**config.mk**
```make
export PLATFORM = sky130hd
export DESIGN_NAME = cyc_timer
export DESIGN_NICKNAME = d
export VERILOG_FILES = /design/src/rtl/cyc_pkg.sv /design/src/rtl/cyc_seq.sv /design/src/rtl/cyc_cmd_hold.sv /design/src/rtl/cyc_timer.sv
export SDC_FILE = /design/constraint.sdc
export NUM_CORES = 1
export LEC_CHECK = 0
export BUFFER_PORTS_ARGS = -buffer_cell sky130_fd_sc_hd__buf_4
export CAP_MARGIN = 10
export CORE_AREA = 2 2 39 41
export CTS_CLUSTER_DIAMETER = 150
export DETAILED_ROUTE_END_ITERATION = 12
export DIE_AREA = 0 0 41 43
export PLACE_DENSITY = 0.65
export SLEW_MARGIN = 0
export SYNTH_ARGS = -nofsm -noshare
export SYNTH_HDL_FRONTEND = slang
export SYNTH_HIERARCHICAL = 1
export SYNTH_SLANG_ARGS = --single-unit
```
**constraint.sdc**
```tcl
create_clock -name clk -period 3.2 [get_ports clk]
set_input_delay 0.16 -clock clk [delete_from_list [all_inputs] [get_ports clk]]
set_output_delay 0.16 -clock clk [all_outputs]
set_load 0.02 [all_outputs]
```
**src/rtl/cyc_pkg.sv**
```systemverilog
package cyc_pkg;
    typedef enum logic [1:0] {
        PH_OPEN   = 2'd0,
        PH_BODY   = 2'd1,
        PH_STROBE = 2'd2
    } cyc_phase_e;
endpackage

```
**src/rtl/cyc_seq.sv**
```systemverilog
module cyc_seq
    import cyc_pkg::*;
#(
    parameter int SHORT_LEN = 4,
    parameter int LONG_LEN  = 6
) (
    input  logic       clk,
    input  logic       rst,
    input  logic       long_cur,
    output cyc_phase_e phase_o,
    output logic       last_o
);
    localparam int LEN_W = $clog2(LONG_LEN + 1);
    localparam logic [LEN_W-1:0] SHORT_MID = LEN_W'(SHORT_LEN - 3);
    localparam logic [LEN_W-1:0] LONG_MID  = LEN_W'(LONG_LEN - 3);

    cyc_phase_e       state, state_nx;
    logic [LEN_W-1:0] mid_cnt;

    always_comb begin
        state_nx = state;
        unique case (state)
            PH_OPEN:   state_nx = PH_BODY;
            PH_BODY:   state_nx = (mid_cnt == '0) ? PH_STROBE : PH_BODY;
            PH_STROBE: state_nx = PH_OPEN;
            default:   state_nx = PH_OPEN;
        endcase
    end

    always_ff @(posedge clk) begin
        if (rst) begin
            state   <= PH_OPEN;
            mid_cnt <= '0;
        end else begin
            state <= state_nx;
            if (state == PH_OPEN)
                mid_cnt <= long_cur ? LONG_MID : SHORT_MID;
            else if (state == PH_BODY && mid_cnt != '0)
                mid_cnt <= mid_cnt - 1'b1;
        end
    end

    always_comb begin
        phase_o = state;
        last_o  = (state == PH_STROBE);
    end

    // the strobe clock is always followed by the opening clock
    p_back_to_back_r8: assert property (@(posedge clk) disable iff (rst)
        state == PH_STROBE |=> state == PH_OPEN);
    // the opening clock is always followed by a middle clock
    p_open_once_r4: assert property (@(posedge clk) disable iff (rst)
        state == PH_OPEN |=> state == PH_BODY);
endmodule

```
**src/rtl/cyc_cmd_hold.sv**
```systemverilog
module cyc_cmd_hold #(
    parameter int CMD_W = 5
) (
    input  logic             clk,
    input  logic             rst,
    input  logic             load,
    input  logic             long_in,
    input  logic [CMD_W-1:0] cmd_in,
    output logic             long_q,
    output logic [CMD_W-1:0] cmd_q
);
    always_ff @(posedge clk) begin
        if (rst) begin
            long_q <= 1'b0;
            cmd_q  <= '0;
        end else if (load) begin
            long_q <= long_in;
            cmd_q  <= cmd_in;
        end
    end

    // nothing is taken in except on the strobe clock
    p_hold_cmd_r6: assert property (@(posedge clk) disable iff (rst)
        !load |=> $stable(cmd_q) && $stable(long_q));
endmodule

```
**src/rtl/cyc_timer.sv**
```systemverilog
module cyc_timer
    import cyc_pkg::*;
#(
    parameter int CMD_W     = 5,
    parameter int SHORT_LEN = 4,
    parameter int LONG_LEN  = 6
) (
    input  logic             clk,
    input  logic             rst,
    input  logic [CMD_W-1:0] next_cmd,
    input  logic             long_req,
    output logic             wr_strobe,
    output logic [CMD_W-1:0] cmd_out,
    output logic             cycle_start
);
    localparam int LEN_W = $clog2(LONG_LEN + 1);

    cyc_phase_e phase;
    logic       last_clk;
    logic       long_cur;

    cyc_seq #(.SHORT_LEN(SHORT_LEN), .LONG_LEN(LONG_LEN)) u_seq (
        .clk      (clk),
        .rst      (rst),
        .long_cur (long_cur),
        .phase_o  (phase),
        .last_o   (last_clk)
    );

    cyc_cmd_hold #(.CMD_W(CMD_W)) u_hold (
        .clk     (clk),
        .rst     (rst),
        .load    (last_clk),
        .long_in (long_req),
        .cmd_in  (next_cmd),
        .long_q  (long_cur),
        .cmd_q   (cmd_out)
    );

    always_comb begin
        wr_strobe   = (phase == PH_STROBE);
        cycle_start = (phase == PH_OPEN);
    end

    // Clock count since the current cycle opened
    logic [LEN_W-1:0] age;
    always_ff @(posedge clk) begin
        if (rst)              age <= '0;
        else if (cycle_start) age <= LEN_W'(1);
        else                  age <= age + 1'b1;
    end

    // the strobe lands in clock SHORT_LEN or LONG_LEN of the cycle
    p_cycle_len_r1: assert property (@(posedge clk) disable iff (rst)
        wr_strobe |-> age == (long_cur ? LEN_W'(LONG_LEN - 1) : LEN_W'(SHORT_LEN - 1)));
    // strobe and start never share a clock
    p_exclusive_r3: assert property (@(posedge clk) disable iff (rst)
        $onehot0({wr_strobe, cycle_start}));
    // the command stays put through every clock after the opening one
    p_cmd_stable_r5: assert property (@(posedge clk) disable iff (rst)
        !wr_strobe |=> $stable(cmd_out));
    // the first clock after reset opens a cycle carrying 0x00
    p_reset_open_r7: assert property (@(posedge clk)
        rst |=> cycle_start && cmd_out == '0 && !wr_strobe);
endmodule

```
==> impl_metrics.py <==
metrics = {
    "status": {
        "status": "complete, no violations",
    },
    "synth": {
        "syn_inst": 44,
        "synth_enable_flop_cells": 0,
        "synth_nets": 54,
        "synth-seq-area-share": 0.472,
        "synthArstFlopShare": 0,
        "synth_cell_types": 15,
        "yosysWarnings": 6,
        "synth_seq_cells": 11,
        "avgSynthCellArea_um2": 10.6,
        "synth_ff_type": "dfxtp_1",
        "mappedNetlistArea_um2": 467,
    },
    "die": {
        "start_util": 0.337,
        "core_um2": 1380,
        "die_w_um": 41,
        "die_h_um": 43,
        "row_count": 14,
        "die_area_um2": 1760,
        "boundaryPins": 15,
    },
    "placement": {
        "dp_hpwl_um": 563,
        "preCtsSetupSlack_ns": 1.71,
        "dpl_cell_area_um2": 581,
        "finalWeightedCongestion": 0.704,
        "portBuffers": 14,
    },
    "global_route": {
        "globalRouteTotalUtil": 0.109,
        "antenna_found_initial": 0,
        "grt_pass1_vias": 295,
        "grt-ovfl-total": 0,
        "grt_pass1_wl_um": 1200,
        "grt_max_degree": 12,
    },
    "sta": {
        "rsz0062_at_grt": "false",
        "skew_ns": 0.00762,
        "finalMaxSlewViolations": 0,
        "fmax_ghz": 0.679,
        "tns_ns": 0,
        "fin_crit_ns": 1.47,
        "fin_crit_sh": 0.460,
        "max_slew_margin": 0.576,
        "setup_viol_count_final": 0,
        "tightest_slew_ns": 0.635,
        "setup_ws_ns": 1.73,
        "hold_viol": 0,
    },
    "drt": {
        "first_pass_iters": 3,
        "num_vias": 366,
        "routed_wl_um": 795,
        "routedWlPerCell_um": 10.3,
        "ant_nets": 0,
        "drtIter0Drc": 5,
        "route.detailed.drc": 0,
        "drt-vias-per-instance": 4.75,
    },
    "setup_path": {
        "required_ns": 3.37,
        "worstSetupStartpointType": "register",
        "path_cells": "nor2b_1 > mux2i_1 > nor2_1",
        "critPathArrivalTime_ns": 1.65,
        "crit_fanout": 10,
        "crit_family": "simple AND/OR/NAND/NOR gates",
        "cp-end-kind": "register",
        "critPathSlowestCell": "nor2b_1",
        "crit_type": "register to register",
        "max_stage_delay_ns": 0.58,
        "path_buf_inv": 0,
    },
    "layout": {
        "multi_input_area_um2": 224,
        "fin_area_um2": 607,
        "seq_area_um2": 220,
        "syn2layout_area_growth_pct": 30.0,
        "final_nets": 72,
        "n_fill_cell": 153,
        "antenna_cells": 0,
        "drive_above_1_share": 0.328,
    },
    "pwr": {
        "total_power_uw": 344,
        "peakVddDrop_mv": 0.256,
        "leakage_uw": 0.000253,
        "p_per_area_nw_per_um2": 567,
    },
    "clock_network": {
        "cts_setup_buffers": 0,
        "clkTransAtPathRegs_ns": 0.07,
        "cts_hold_buf": 0,
        "numCtsBuffers": 3,
        "cts_resized": 0,
        "cts_sinks": 11,
        "h-tree-depth": 1,
        "worstSkewPairLatency_ns": 0.27,
        "cts_tree": "built",
        "clock_tree.root_cell": "clkbuf_4",
        "cts_buffer_depth": 2,
    },
    "worst_hold_path": {
        "hold_class": "input pin to register",
    },
    "flow_run": {
        "max_cap_viol_count": 0,
    },
}
[per-stage QoR]
stage | std cells | hold WS [ns] | utilization
2_1_floorplan | 44 | 0.232 | -
4_1_cts | 77 | 0.111 | 0.439
6_report | 77 | 0.117 | 0.439
3_5_place_dp | 73 | 0.408 | 0.420
5_1_grt | 77 | 0.124 | 0.439
3_3_place_gp | 73 | 0.394 | 0.420
[worst paths after layout]
path	slack (ns)	from	cells past startpoint	to
setup / recovery	1.73	u_seq/phase_o[1]	3	u_hold/long_q
hold / removal	0.12	next_cmd[1]	3	u_hold/cmd_q[1]
setup reg to reg	1.73	u_seq/phase_o[1]	3	u_hold/long_q
hold reg to reg	0.49	u_seq/mid_cnt[2]	2	u_seq/mid_cnt[2]
[cell type report]
class,count,share of cell area
clock buffers,4,0.0433
multi-input cells,29,0.369
flip-flops and latches,11,0.363
well taps,16,0.0330
inverters,3,0.0186
repair buffers,14,0.173
[synthesized netlist by cell type (all sizes together), types with 2 or more instances]
master / number / area (µm²)
dfxtp: 11 / 220
and4bb: 2 / 25.0
nor4b: 2 / 17.5
nor2: 9 / 33.8
mux2i: 6 / 60.1
ha: 2 / 25.0
nor2b: 2 / 20.0
inv: 3 / 11.3
a211oi: 2 / 15.0
[where the power goes]
group	switching, µW	total, µW	internal [µW]
clock network	48.1	96.4	48.3
registers	12.7	164	151
logic	40.3	83.9	43.6
total	101	344	243
[state kept, by name (all words and copies together), names as in the netlist]
signal,cells
u_seq/mid_cnt,3
u_seq/phase_o,2
u_hold/long_q,1
u_hold/cmd_q,5
[kinds of logic after synthesis]
family                     count (synthesis)  share of synthesized area
adders and majority gates                  2                     0.0536
buffers and inverters                      4                     0.0483
muxes                                      6                      0.129
and+or+nand+nor                           16                      0.217
AOI/OAI and AO/OA                          5                     0.0804
DFF                                       11                      0.472
[layer usage]
metal  part of all wire  track usage
met1               0.46        0.134
met2               0.40        0.125
met3               0.12       0.0942
met4              0.018       0.0600
met5                  0            0
[tightest hold or removal path, cell delays in order]
cell and delay (ns):
buf_4 0.08, mux2i_1 0.05, nor2_1 0.07
[layout by cell type (no fill, tap or decap), drive strengths merged]
master,Yosys,layout
buf,1,14
nor2b,2,2
a21oi,1,1
nor4b,2,2
clkbuf,0,4
dfxtp,11,11
nor2,9,9
a211oi,2,2
inv,3,3
mux2i,6,6
a21o,1,1
nor3,1,1
and4bb,2,2
ha,2,2
a311o,1,1
Note: power is estimated with default switching activity, not from simulation.
